===== config.mk =====
export PLATFORM = sky130hd
export DESIGN_NAME = link_pkt_deser
export DESIGN_NICKNAME = d
export VERILOG_FILES = /design/src/rtl/lpd_pkg.sv /design/src/rtl/lpd_frame_track.sv /design/src/rtl/lpd_field_asm.sv /design/src/rtl/lpd_credit.sv /design/src/rtl/link_pkt_deser.sv
export SDC_FILE = /design/constraint.sdc
export NUM_CORES = 1
export LEC_CHECK = 0
export ABC_CLOCK_PERIOD_IN_PS = 2500
export BUFFER_PORTS_ARGS = -buffer_cell sky130_fd_sc_hd__buf_2
export CORE_ASPECT_RATIO = 0.75
export CORE_MARGIN = 4
export CORE_UTILIZATION = 50
export CTS_BUF_LIST = sky130_fd_sc_hd__clkbuf_2
export DETAILED_ROUTE_END_ITERATION = 7
export HOLD_SLACK_MARGIN = 0.15
export PLACE_DENSITY_LB_ADDON = 0.05
export SLEW_MARGIN = 0
export SYNTH_ARGS = -nofsm -noshare
export SYNTH_HDL_FRONTEND = slang
export SYNTH_SLANG_ARGS = --single-unit

===== constraint.sdc =====
create_clock -name clk_i -period 2.5 [get_ports clk_i]
set_input_delay 0.625 -clock clk_i [delete_from_list [all_inputs] [get_ports clk_i]]
set_output_delay 0.625 -clock clk_i [all_outputs]
set_load 0.03 [all_outputs]

===== src/rtl/lpd_pkg.sv =====
package lpd_pkg;
  localparam int BYTE_W    = 8;
  localparam int POS_W     = 4;
  localparam int ADDR_STEP = 8;
  localparam logic [POS_W-1:0] POS_LAST  = 4'd13;
  localparam logic [POS_W-1:0] POS_BURST = 4'd6;
  localparam logic [POS_W-1:0] POS_SHORT = 4'd10;

  typedef struct packed {
    logic [31:0] src;
    logic [31:0] data;
    logic [31:0] dst;
    logic [3:0]  ctrl;
    logic [1:0]  mode;
    logic        wr;
    logic        acc;
  } pkt_t;
endpackage


===== src/rtl/lpd_frame_track.sv =====
module lpd_frame_track
  import lpd_pkg::*;
(
  input  logic             clk_i,
  input  logic             rst_ni,
  input  logic             frame_i,
  output logic             cap_en_o,
  output logic [POS_W-1:0] cap_pos_o,
  output logic             emit_full_o,
  output logic             emit_short_o
);
  logic             frame_q;
  logic             active_q;
  logic [POS_W-1:0] pos_q;
  logic             start;

  assign start = frame_i & ~frame_q;

  always_comb begin
    cap_en_o     = start | (active_q & frame_i);
    cap_pos_o    = start ? '0 : pos_q;
    emit_full_o  = active_q & frame_i & (pos_q == POS_LAST);
    emit_short_o = active_q & ~frame_i & (pos_q == POS_SHORT);
  end

  always_ff @(posedge clk_i or negedge rst_ni) begin
    if (!rst_ni) begin
      frame_q  <= 1'b0;
      active_q <= 1'b0;
      pos_q    <= '0;
    end else begin
      frame_q <= frame_i;
      if (start) begin
        active_q <= 1'b1;
        pos_q    <= POS_W'(1);
      end else if (active_q && frame_i) begin
        pos_q <= (pos_q == POS_LAST) ? POS_BURST : pos_q + POS_W'(1);
      end else if (active_q) begin
        active_q <= 1'b0;
      end
    end
  end

  AST_BURST_RESUME: assert property (@(posedge clk_i) disable iff (!rst_ni)
    emit_full_o |=> (!cap_en_o || cap_pos_o == POS_BURST));
  AST_LOW_FRAME_NO_FULL: assert property (@(posedge clk_i) disable iff (!rst_ni)
    !frame_i |-> !emit_full_o);
  AST_START_AT_ZERO: assert property (@(posedge clk_i) disable iff (!rst_ni)
    (frame_i && !frame_q) |-> (cap_en_o && cap_pos_o == '0));
endmodule


===== src/rtl/lpd_field_asm.sv =====
module lpd_field_asm
  import lpd_pkg::*;
(
  input  logic              clk_i,
  input  logic              rst_ni,
  input  logic [BYTE_W-1:0] byte_i,
  input  logic              cap_en_i,
  input  logic [POS_W-1:0]  cap_pos_i,
  input  logic              emit_full_i,
  input  logic              emit_short_i,
  output pkt_t              pkt_o,
  output logic              valid_o,
  output logic              rd_flag_o
);
  logic        rd_q, wr_q, acc_q;
  logic [3:0]  ctrl_q;
  logic [1:0]  mode_q;
  logic [31:0] dst_q, data_q;
  logic [23:0] src_q;
  pkt_t        pkt_q;
  logic        valid_q;

  always_ff @(posedge clk_i or negedge rst_ni) begin
    if (!rst_ni) begin
      rd_q <= 1'b0; wr_q <= 1'b0; acc_q <= 1'b0;
      ctrl_q <= '0; mode_q <= '0;
      dst_q <= '0; data_q <= '0; src_q <= '0;
    end else if (cap_en_i) begin
      case (cap_pos_i)
        4'd0:  rd_q <= byte_i[7];
        4'd1:  begin ctrl_q <= byte_i[7:4]; dst_q[31:28] <= byte_i[3:0]; end
        4'd2:  dst_q[27:20] <= byte_i;
        4'd3:  dst_q[19:12] <= byte_i;
        4'd4:  dst_q[11:4]  <= byte_i;
        4'd5:  begin
          dst_q[3:0] <= byte_i[7:4];
          mode_q     <= byte_i[3:2];
          wr_q       <= byte_i[1];
          acc_q      <= byte_i[0];
        end
        4'd6:  data_q[31:24] <= byte_i;
        4'd7:  data_q[23:16] <= byte_i;
        4'd8:  data_q[15:8]  <= byte_i;
        4'd9:  data_q[7:0]   <= byte_i;
        4'd10: src_q[23:16]  <= byte_i;
        4'd11: src_q[15:8]   <= byte_i;
        4'd12: src_q[7:0]    <= byte_i;
        4'd13: dst_q <= dst_q + 32'(ADDR_STEP); // next burst beat
        default: ;
      endcase
    end
  end

  always_ff @(posedge clk_i or negedge rst_ni) begin
    if (!rst_ni) begin
      pkt_q   <= '0;
      valid_q <= 1'b0;
    end else begin
      valid_q <= emit_full_i | emit_short_i;
      if (emit_full_i || emit_short_i) begin
        pkt_q.src  <= emit_full_i ? {src_q, byte_i} : 32'h0;
        pkt_q.data <= data_q;
        pkt_q.dst  <= dst_q;
        pkt_q.ctrl <= ctrl_q;
        pkt_q.mode <= mode_q;
        pkt_q.wr   <= wr_q;
        pkt_q.acc  <= acc_q;
      end
    end
  end

  assign pkt_o     = pkt_q;
  assign valid_o   = valid_q;
  assign rd_flag_o = rd_q;

  AST_VALID_PULSE: assert property (@(posedge clk_i) disable iff (!rst_ni)
    valid_o |=> !valid_o);
  AST_SHORT_SRC_ZERO: assert property (@(posedge clk_i) disable iff (!rst_ni)
    emit_short_i |=> (valid_o && pkt_o.src == 32'h0));
  AST_HEADER_STABLE: assert property (@(posedge clk_i) disable iff (!rst_ni)
    (cap_en_i && cap_pos_i > 4'd5) |=> $stable(ctrl_q) && $stable(mode_q));
endmodule


===== src/rtl/lpd_credit.sv =====
module lpd_credit #(
  parameter int DEPTH = 4
) (
  input  logic clk_i,
  input  logic rst_ni,
  input  logic take_i,
  input  logic give_i,
  output logic wait_o
);
  localparam int CNT_W = $clog2(DEPTH + 1);
  localparam logic [CNT_W-1:0] CNT_MAX  = CNT_W'(DEPTH);
  localparam logic [CNT_W-1:0] CNT_WAIT = CNT_W'(DEPTH - 1);

  logic [CNT_W-1:0] cnt_q;

  always_ff @(posedge clk_i or negedge rst_ni) begin
    if (!rst_ni) begin
      cnt_q <= '0;
    end else begin
      case ({take_i, give_i})
        2'b10: if (cnt_q != CNT_MAX) cnt_q <= cnt_q + CNT_W'(1);
        2'b01: if (cnt_q != '0)      cnt_q <= cnt_q - CNT_W'(1);
        default: ;
      endcase
    end
  end

  assign wait_o = (cnt_q >= CNT_WAIT);

  AST_CNT_BOUND: assert property (@(posedge clk_i) disable iff (!rst_ni)
    cnt_q <= CNT_MAX);
  AST_WAIT_ON_LAST_SLOT: assert property (@(posedge clk_i) disable iff (!rst_ni)
    (take_i && !give_i && cnt_q == CNT_W'(DEPTH - 2)) |=> wait_o);
endmodule


===== src/rtl/link_pkt_deser.sv =====
module link_pkt_deser
  import lpd_pkg::*;
#(
  parameter int CREDITS = 4
) (
  input  logic         clk_i,
  input  logic         rst_ni,
  input  logic         frame_i,
  input  logic [7:0]   byte_i,
  input  logic         rd_done_i,
  input  logic         wr_done_i,
  output logic [103:0] pkt_o,
  output logic         pkt_valid_o,
  output logic         rd_wait_o,
  output logic         wr_wait_o
);
  localparam int N_CLS = 2; // 0: read, 1: write

  logic             cap_en, emit_full, emit_short, rd_flag;
  logic [POS_W-1:0] cap_pos;
  pkt_t             pkt;
  logic [N_CLS-1:0] take, give, wt;

  lpd_frame_track u_trk (
    .clk_i        (clk_i),
    .rst_ni       (rst_ni),
    .frame_i      (frame_i),
    .cap_en_o     (cap_en),
    .cap_pos_o    (cap_pos),
    .emit_full_o  (emit_full),
    .emit_short_o (emit_short)
  );

  lpd_field_asm u_asm (
    .clk_i        (clk_i),
    .rst_ni       (rst_ni),
    .byte_i       (byte_i),
    .cap_en_i     (cap_en),
    .cap_pos_i    (cap_pos),
    .emit_full_i  (emit_full),
    .emit_short_i (emit_short),
    .pkt_o        (pkt),
    .valid_o      (pkt_valid_o),
    .rd_flag_o    (rd_flag)
  );

  assign take[0] = (emit_full | emit_short) & rd_flag;
  assign take[1] = (emit_full | emit_short) & ~rd_flag;
  assign give    = {wr_done_i, rd_done_i};

  for (genvar g = 0; g < N_CLS; g++) begin : g_cls
    lpd_credit #(.DEPTH(CREDITS)) u_cr (
      .clk_i  (clk_i),
      .rst_ni (rst_ni),
      .take_i (take[g]),
      .give_i (give[g]),
      .wait_o (wt[g])
    );
  end

  assign rd_wait_o = wt[0];
  assign wr_wait_o = wt[1];
  assign pkt_o     = pkt;

  AST_ONE_CLASS: assert property (@(posedge clk_i) disable iff (!rst_ni)
    $onehot0(take));
endmodule


== Word level (Yosys, flattened, before mapping) ==
Index checks and enable logic that the tools add are counted.
Word-level totals
  bits of input ports: 13
  bits in registers: 214
  logic and storage cells: 124
Operators by class
  multiplexer cells: 18
  $lt $le $gt $ge: 2
  $add $sub $neg: 6
  equality and inequality tests: 26
  reductions and logical operators: 30
  bitwise operators: 12
Operators with widths (number)
  $pmux W8 S2: 3
  $add A32 B4 Y32 const B: 1
  $eq A4 B4 Y1 const B: 8
  $mux W32: 1
  $reduce_and A2 Y1: 15
  $eq A4 B3 Y1 const B: 4
  $mux W4: 4
  $pmux W4 S2: 2
  $reduce_bool A2 Y1: 8
  $mux W3: 4
  $pmux W3 S2: 2
  $ne A2 B1 Y1 const B: 5
  $eq A4 B2 Y1 const B: 2
  $and A1 B1 Y1: 7
  $add A3 B1 Y3 const B: 2
  $ge A3 B2 Y1 const B: 2
  $ne A3 B3 Y1 const B: 2
  $reduce_and A3 Y1: 2
  $reduce_bool A3 Y1: 2
  $sub A3 B1 Y3 const B: 2
  $add A4 B1 Y4 const B: 1
  $eq A2 B1 Y1 const B: 2
  $eq A2 B2 Y1 const B: 2
  $eq A4 B1 Y1 const B: 1
  other kinds (6): 10

== Longest topological paths before layout ==
Gate-level depths: netlist (run 1).
  depth after elaboration: 8
  gate-level depth with buffers: 15
  gate-level depth less buffers: 13

== Hierarchy ==
A second synthesis (run 1) with hierarchy kept.
Unflattened totals
  cell total of the unflattened synthesis: 766
  area, all modules: 9521.6 um^2
By module, submodules not included
  lpd_field_asm: area an instance 8539.4 um^2, cells each 662, seq. area each 5054.8 um^2, instances 1
  lpd_credit: area an instance 291.5 um^2, cells each 31, seq. area each 75.1 um^2, instances 2
  lpd_frame_track: area an instance 381.6 um^2, cells each 40, seq. area each 150.1 um^2, instances 1
  link_pkt_deser: area an instance 17.5 um^2, cells each 2, seq. area each 0.0 um^2, instances 1

== Worst setup path before layout (run 1) ==
No wires, ideal clock.
  kind: reg-to-reg
  start point: register u_trk.pos_q[0]
  end point: register g_cls[1].u_cr.cnt_q[2]
  clock period less this slack: 2.536 ns
  setup time: 0.079 ns
  path buffers: 3
  arrival time: 2.457 ns
  stages on the path, launching flop included: 16
  setup slack: -0.036 ns
  path through: dfrtp_1 > buf_2 > inv_1 > ha_1 > nand2_1 > nand2_1 > nand3_2 > buf_2 > clkbuf_1 > nor2_1 > ha_1 > nand2_1 > o21ai_0 > a31o_2 > nor2_1 > xor2_1
On the way
  word-level cells in the longest chain between the ends: 7
RTL lines
  start, declared: RTL line lpd_frame_track.sv:14  | logic [POS_W-1:0] pos_q;
  start signal, assigned: RTL line lpd_frame_track.sv:37  | pos_q <= (pos_q == POS_LAST) ? POS_BURST : pos_q + POS_W'(1);
  $eq A4 B4 Y1, on equally long branches: RTL line lpd_frame_track.sv:22, lpd_frame_track.sv:23
  $and A1 B1 Y1, on equally long branches: RTL line lpd_frame_track.sv:22, lpd_frame_track.sv:23
  $or A1 B1 Y1 *: RTL line link_pkt_deser.sv:48  | assign take[1] = (emit_full | emit_short) & ~rd_flag;
  $and A1 B1 Y1 *: RTL line link_pkt_deser.sv:48
  $eq A2 B1 Y1 / $eq A2 B2 Y1 (equally long branches): RTL line lpd_credit.sv:20  | case ({take_i, give_i})
  $ne A2 B1 Y1 (no source line) / $reduce_bool A2 Y1 (equally long branches)
  $reduce_and A3 Y1 (no source line)
  end signal, assigned: RTL line lpd_credit.sv:21  | 2'b10: if (cnt_q != CNT_MAX) cnt_q <= cnt_q + CNT_W'(1);
  end signal, assigned: RTL line lpd_credit.sv:22  | 2'b01: if (cnt_q != '0) cnt_q <= cnt_q - CNT_W'(1);
  end, declared: RTL line lpd_credit.sv:14  | logic [CNT_W-1:0] cnt_q;
Mark *: on every way between the ends. The rest lies on a longest branch, timed or not.
A chain may end at the register's enable or synchronous reset.

== Final worst setup path (run 1) ==
  start point: register u_trk.pos_q[1]
  end point: register g_cls[0].u_cr.cnt_q[2]
On the way
  word-level cells in the longest chain between the ends: 7
RTL lines
  $eq A4 B4 Y1, on equally long branches: RTL line lpd_frame_track.sv:22, lpd_frame_track.sv:23
  $and A1 B1 Y1, on equally long branches: RTL line lpd_frame_track.sv:22, lpd_frame_track.sv:23
  $or A1 B1 Y1 *: RTL line link_pkt_deser.sv:47  | assign take[0] = (emit_full | emit_short) & rd_flag;
  $and A1 B1 Y1 *: RTL line link_pkt_deser.sv:47
  $eq A2 B1 Y1 / $eq A2 B2 Y1 (equally long branches): RTL line lpd_credit.sv:20
  $ne A2 B1 Y1 (no source line) / $reduce_bool A2 Y1 (equally long branches)
  $reduce_and A3 Y1 (no source line)
  end signal, assigned: RTL line lpd_credit.sv:21
  end signal, assigned: RTL line lpd_credit.sv:22
  end, declared: RTL line lpd_credit.sv:14
Marks and branches as above.

==> impl_metrics.yaml, run 1 <==
status:
  status: "finished, final reports clean"
timing:
  clock-skew-final_ns: 0.0392
  setup_viol: 0
  hold_viol_final: 0
  finalCritPeriodShare: 0.915
  rsz0062_at_grt: "false"
  layout_min_cycle_time_ns: 2.29
  fmax_ghz: 0.437
  worst_slew_margin_rel: 0.634
  maxSlewViolCount: 0
  worst_pin_slew_ns: 0.550
  fin_tns_setup_ns: 0
setup_path:
  reg2regPathDepth: 13
  crit_required_ns: 3.19
  crit_end: "g_cls[0].u_cr.cnt_q[2]"
  worstSetupPathType: "register to register"
  r2r-start: "u_trk.pos_q[1]"
  end_kind: "register"
  startpoint_type: "register"
  path_max_fanout: 6
  crit_arrival_ns: 2.98
  rrSetupSlack_ns: 0.21
  crit_start: "u_trk.pos_q[1]"
  rr_endpoint: "g_cls[0].u_cr.cnt_q[2]"
yosys:
  synthSimpleGateAreaFrac: 0.0917
  yosys-mux-area-fraction: 0.172
  synth_edf_count: 0
  yosys.area_share.xor_xnor: 0.00572
  avgSynthCellArea_um2: 12.7
  syn-num-nets: 748
  synth_top_family_by_area: "multiplexers"
  syn-instance-count: 725
  ys_async_sr_fraction: 1.00
  synthFlopType: "dfrtp_1"
  yosys_warnings: 0
  synthDistinctLibCells: 59
  synth_compound_area_frac: 0.108
  synth_top_area_share: 0.583
  synth_common_cells: "214 x dfrtp_1, 138 x mux2_2, 44 x nand2_1, 35 x a22o_1, 34 x nor2_1"
  ys_seq_area_frac: 0.583
  synth-adder-area-share: 0.0153
  synth_seq_cells: 214
  yosysTopAreaCell: "dfrtp_1"
  synth_area_mm2: 0.00919
  yosysMostFrequentCell: "dfrtp_1"
  ys_top_cells_by_area: "dfrtp_1 58%, mux2_2 17%, a22o_1 3.3%"
drt:
  drt_iter0_markers: 475
  dr.pass1.iters: 5
  vias: 6487
  via_per_inst: 5.58
  drc: 0
  wl_per_cell_um: 18.9
  postRouteAntennaNets: 0
  drt_wl_total_mm: 22.0
die:
  initial_core_util: 0.516
  dieArea_mm2: 0.0206
  io_pins: 120
  die_w_um: 165
  num_rows: 42
  die_height_um: 125
  core_mm2: 0.0178
grt:
  grt_start_max_net_pins: 105
  grt_first_pass_wirelength_mm: 35.6
  grt_pass1_vias: 6460
  overflow: 0
  antenna_found_initial: 3
  track_usage: 0.215
final_layout:
  syn2layout_area_growth_pct: 16.1
  drive_above_1_share: 0.418
  utilization: 0.599
  nets: 908
clock_tree:
  clock_sinks: 214
  cts_setup_buffers: 0
  cts-root-buf: "clkbuf_2"
  numCtsBuffers: 50
  clk-insertion-delay-late_ns: 0.77
  path_clk_slew_ns: 0.13
  max-clock-path-buffers: 3
  htreeDepth: 2
  cts_tree: "yes"
run:
  cap_viol_max_count: 0
pwr:
  power.switching_uw: 2060
  p_leak_uw: 0.00565
  pwr-share-seq: 0.577
  clkPwrFrac: 0.319
  cell_internal_pwr_uw: 4870
  power_density_mw_per_mm2: 649
  pwr-share-comb: 0.104
  ir_worst_vdd_mv: 0.349
  swShare: 0.297
placed_design:
  port-buffer-count: 119
  gp_congestion: 0.945
  dp_hpwl_mm: 14.5
min_path:
  hold_path_class: "input pin to register"
[registers in the layout, indices dropped and copies added, names as in the netlist]
signal	flops
u_asm.wr_q	1
u_asm.dst_q	32
u_asm.valid_o	1
u_asm.pkt_o	104
u_trk.active_q	1
u_asm.rd_flag_o	1
u_trk.frame_q	1
g_cls.u_cr.cnt_q	6
u_asm.src_q	24
u_asm.data_q	32
u_asm.mode_q	2
u_trk.pos_q	4
u_asm.ctrl_q	4
u_asm.acc_q	1
[worst max-delay path: stages (launching register included)]
cell and delay [ns]:
dfrtp_1 0.45, inv_1 0.11, ha_1 0.23, nand3_1 0.09
nand2_1 0.08, nand3_4 0.11, inv_2 0.06, nand2_1 0.07
ha_1 0.17, inv_1 0.07, fa_1 0.37, xor2_1 0.15
nor2_1 0.11, xor2_1 0.16
[metal layers]
layer | track usage | part of all wire | up-vias
met3 | 0.0612 | 0.079 | 34
met5 | 0 | 0 | -
met4 | 0.0626 | 0.016 | 0
li1 | - | - | 2984
met1 | 0.327 | 0.47 | 3234
met2 | 0.302 | 0.44 | 235
[layout by cell type (no fill, tap or decap), types with 6 or more instances in the layout]
master	Yosys	layout
nand2b_1	6	6
a211oi_1	6	6
nand2_1	44	44
nand4_1	10	10
clkinv_1	0	10
nand3_1	19	19
nor2_1	34	32
o21ai_0	29	29
a22o_1	35	35
nor3_1	6	6
mux2_2	138	138
clkbuf_2	0	73
nor2_2	5	7
and3_1	9	9
inv_1	16	15
buf_2	10	118
a21oi_1	29	29
dfrtp_1	214	214
ha_1	8	8
buf_4	1	20
[timing repair]
item | 4_1_cts | 5_1_grt
gates resized for setup | 0 | 1
setup endpoints to repair | 0 | 1
endpoints found under the hold margin | 120 | 0
hold buffers | 2 | 0
[power by group through the flow]
stage | sequential [uW] | clock (uW) | combinational (uW)
after CTS | 3990 | 2310 | 724
after floorplan | 3960 | 0 | 486
after global routing | 4040 | 2480 | 814
after detailed placement | 4060 | 0 | 718
final | 4000 | 2210 | 717
after global placement | 4040 | 0 | 687
[kinds of logic (layout without fill, tap and decap cells)]
group,count (synthesis),in the layout
AND/OR/NAND/NOR,159,159
adder cells (fa/ha/maj),10,10
flip-flops,214,214
buffers and inverters,54,248
other,0,2
AO/OA/AOI/OAI,141,141
multiplexers,141,141
XOR/XNOR,6,6
[how the worst min path moves through the flow]
stage                                        end  cells past startpoint            from  slack (ns)
final                             u_asm.dst_q[4]                      3       byte_i[0]        0.28
after global routing              u_asm.dst_q[4]                      3       byte_i[0]        0.21
after CTS                         u_asm.dst_q[4]                      3       byte_i[0]        0.20
after detailed placement          u_asm.dst_q[1]                      2  u_asm.dst_q[1]        0.47
after global placement            u_asm.dst_q[1]                      2  u_asm.dst_q[1]        0.46
after floorplan           g_cls[0].u_cr.cnt_q[0]                      0          rst_ni        0.33
[metrics by stage]
stage	worst slack [ns]	hold WS [ns]	cell area, um2	power [uW]	std cells
2_1_floorplan	0.00607	0.329	9190	4440	725
3_3_place_gp	0.222	0.465	10200	4720	1073
3_5_place_dp	0.146	0.475	10200	4770	1073
4_1_cts	0.211	0.202	10700	7020	1161
5_1_grt	0.0398	0.215	10700	7330	1163
6_report	0.211	0.279	10700	6920	1163
[layout make-up]
class / count / area (um2)
Fill cell: 1484 / 7150
Multi-Input combinational cell: 457 / 3630
Clock inverter: 13 / 80.1
Clock buffer: 73 / 365
Tap cell: 242 / 303
Inverter: 16 / 60.1
Sequential cell: 214 / 5360
Antenna cell: 2 / 5.00
Timing Repair Buffer: 146 / 875
(Power assumes the default switching activity.)
==> run 2: changes to the inputs <==
--- a/config.mk
+++ b/config.mk
@@ -9,7 +9,7 @@
 export BUFFER_PORTS_ARGS = -buffer_cell sky130_fd_sc_hd__buf_2
 export CORE_ASPECT_RATIO = 0.75
 export CORE_MARGIN = 4
-export CORE_UTILIZATION = 50
+export CORE_UTILIZATION = 54
 export CTS_BUF_LIST = sky130_fd_sc_hd__clkbuf_2
 export DETAILED_ROUTE_END_ITERATION = 7
 export HOLD_SLACK_MARGIN = 0.15
==> run 2 against run 1 <==
  * Die area decreased by 7.0%
  * Worst setup slack got worse by 0.018 ns
  * Via count rose by 1.4%
  * Non-clock buffer count rose by 1
  * Power decreased by 1.2%
  * Sequential power about the same
  * Register-to-register slack got worse by 0.02 ns
  * Global-route usage increased by 2.3 points
  * Critical path depth did not move
==> impl_metrics.yaml, run 2 (synthesis results as in run 1) <==
drt:
  vias: 6579
  postRouteAntennaNets: 0
  via_per_inst: 5.78
  drt_wl_total_mm: 22.1
  drt_iter0_markers: 465
  dr.pass1.iters: 7
  drc: 0
  wl_per_cell_um: 19.4
grt:
  antenna_found_initial: 3
  grt_start_max_net_pins: 105
  grt_pass1_vias: 6586
  track_usage: 0.239
  grt_first_pass_wirelength_mm: 35.9
  overflow: 0
setup_path:
  path_max_fanout: 6
  crit_required_ns: 3.19
  worstSetupPathType: "register to register"
  startpoint_type: "register"
  crit_arrival_ns: 3.00
  end_kind: "register"
timing:
  finalCritPeriodShare: 0.923
  clock-skew-final_ns: 0.0680
  hold_viol_final: 0
  worst_pin_slew_ns: 0.550
  whs_ns: 0.227
  worst_slew_margin_rel: 0.632
  setup_viol: 0
  fmax_ghz: 0.434
  fin_tns_setup_ns: 0
  rsz0062_at_grt: "false"
  maxSlewViolCount: 0
  layout_min_cycle_time_ns: 2.31
placed_design:
  dp_hpwl_mm: 14.6
  gp_congestion: 0.914
  port-buffer-count: 119
pwr:
  power_uw: 6840
  power_density_mw_per_mm2: 645
  ir_worst_vdd_mv: 0.342
  p_leak_uw: 0.00565
die:
  die_height_um: 121
  dieArea_mm2: 0.0192
  core_mm2: 0.0168
  initial_core_util: 0.548
  num_rows: 41
  io_pins: 120
  die_w_um: 159
clock_tree:
  max-clock-path-buffers: 3
  cts-root-buf: "clkbuf_2"
  clock_sinks: 214
  path_clk_slew_ns: 0.10
  cts_setup_buffers: 0
  numCtsBuffers: 49
  clk-insertion-delay-late_ns: 0.78
  cts_tree: "yes"
  htreeDepth: 2
run:
  cap_viol_max_count: 0
final_layout:
  final_cell_mix: "213 x dfrtp_1, 138 x mux2_2, 118 x buf_2"
  nFillCells: 1326
  multiInputGateArea_mm2: 0.00363
  largest_reg_flops: 104
  syn2layout_area_growth_pct: 15.5
  seq_area_mm2: 0.00536
  mostFrequentLayoutCell: "dfrtp_1"
  drive_above_1_share: 0.422
  nets: 908
min_path:
  hold_path_class: "input pin to register"
status:
  status: "finished, final reports clean"
==> run 2: final cells by class <==
class | count | share of cell area
Clock inverter | 15 | 0.00589
Antenna cell | 1 | 0.000236
Sequential cell | 214 | 0.505
Timing Repair Buffer | 147 | 0.0817
Clock buffer | 73 | 0.0344
Inverter | 16 | 0.00566
Tap cell | 215 | 0.0253
Multi-Input combinational cell | 457 | 0.342
==> run 2: timing repair <==
| item | CTS | global route |
|---|---|---|
| endpoints found under the setup margin | 0 | 3 |
| hold buffers | 1 | 0 |
| resized for setup | 0 | 4 |
| hold endpoints to repair | 53 | 0 |
==> run 2: critical path, stage by stage, from the launching register on <==
cell,delay [ns]
dfrtp_2,0.45
inv_1,0.12
ha_2,0.21
nand3_1,0.09
nand2_2,0.09
nand3_4,0.11
inv_2,0.10
nand2_1,0.05
ha_1,0.21
inv_1,0.09
o21ai_0,0.12
a31o_2,0.28
nor2_1,0.15
xor2_1,0.16
==> run 2: metrics by stage <==
stage | area, um2 | cells | worst slack, ns | util
after global routing | 10600 | 1138 | 0.0126 | 0.633
after floorplan | 9190 | 725 | 0.00607 | -
after global placement | 10200 | 1048 | 0.192 | 0.606
after CTS | 10600 | 1137 | 0.138 | 0.632
after detailed placement | 10200 | 1048 | 0.109 | 0.606
final | 10600 | 1138 | 0.194 | 0.633
==> run 2: power by group <==
| group | leakage [uW] | switching [uW] | internal [uW] |
|---|---|---|---|
| Clock | 0.000334 | 1330 | 781 |
| Sequential | 0.00293 | 311 | 3700 |
| Combinational | 0.00239 | 423 | 297 |
==> run 2: final timing paths <==
kind                       cells after the start       startpoint  slack [ns]                     end
hold / removal                                 2          frame_i        0.23           u_trk.frame_q
max in group asynchronous                      3           rst_ni        1.30         u_asm.pkt_o[60]
setup reg to reg                              13   u_trk.pos_q[1]        0.19  g_cls[0].u_cr.cnt_q[2]
min in group asynchronous                      2           rst_ni        0.39         u_asm.dst_q[24]
hold reg to reg                                1  u_asm.src_q[23]        0.48        u_asm.pkt_o[103]
setup / recovery                              13   u_trk.pos_q[1]        0.19  g_cls[0].u_cr.cnt_q[2]
==> run 2: layer usage <==
layer | vias up | routed length, um | global-route usage
met5 | - | 13 | 0
met4 | 2 | 388 | 0.0671
met3 | 43 | 1870 | 0.0742
met2 | 262 | 9550 | 0.335
met1 | 3276 | 10300 | 0.358
li1 | 2996 | - | -
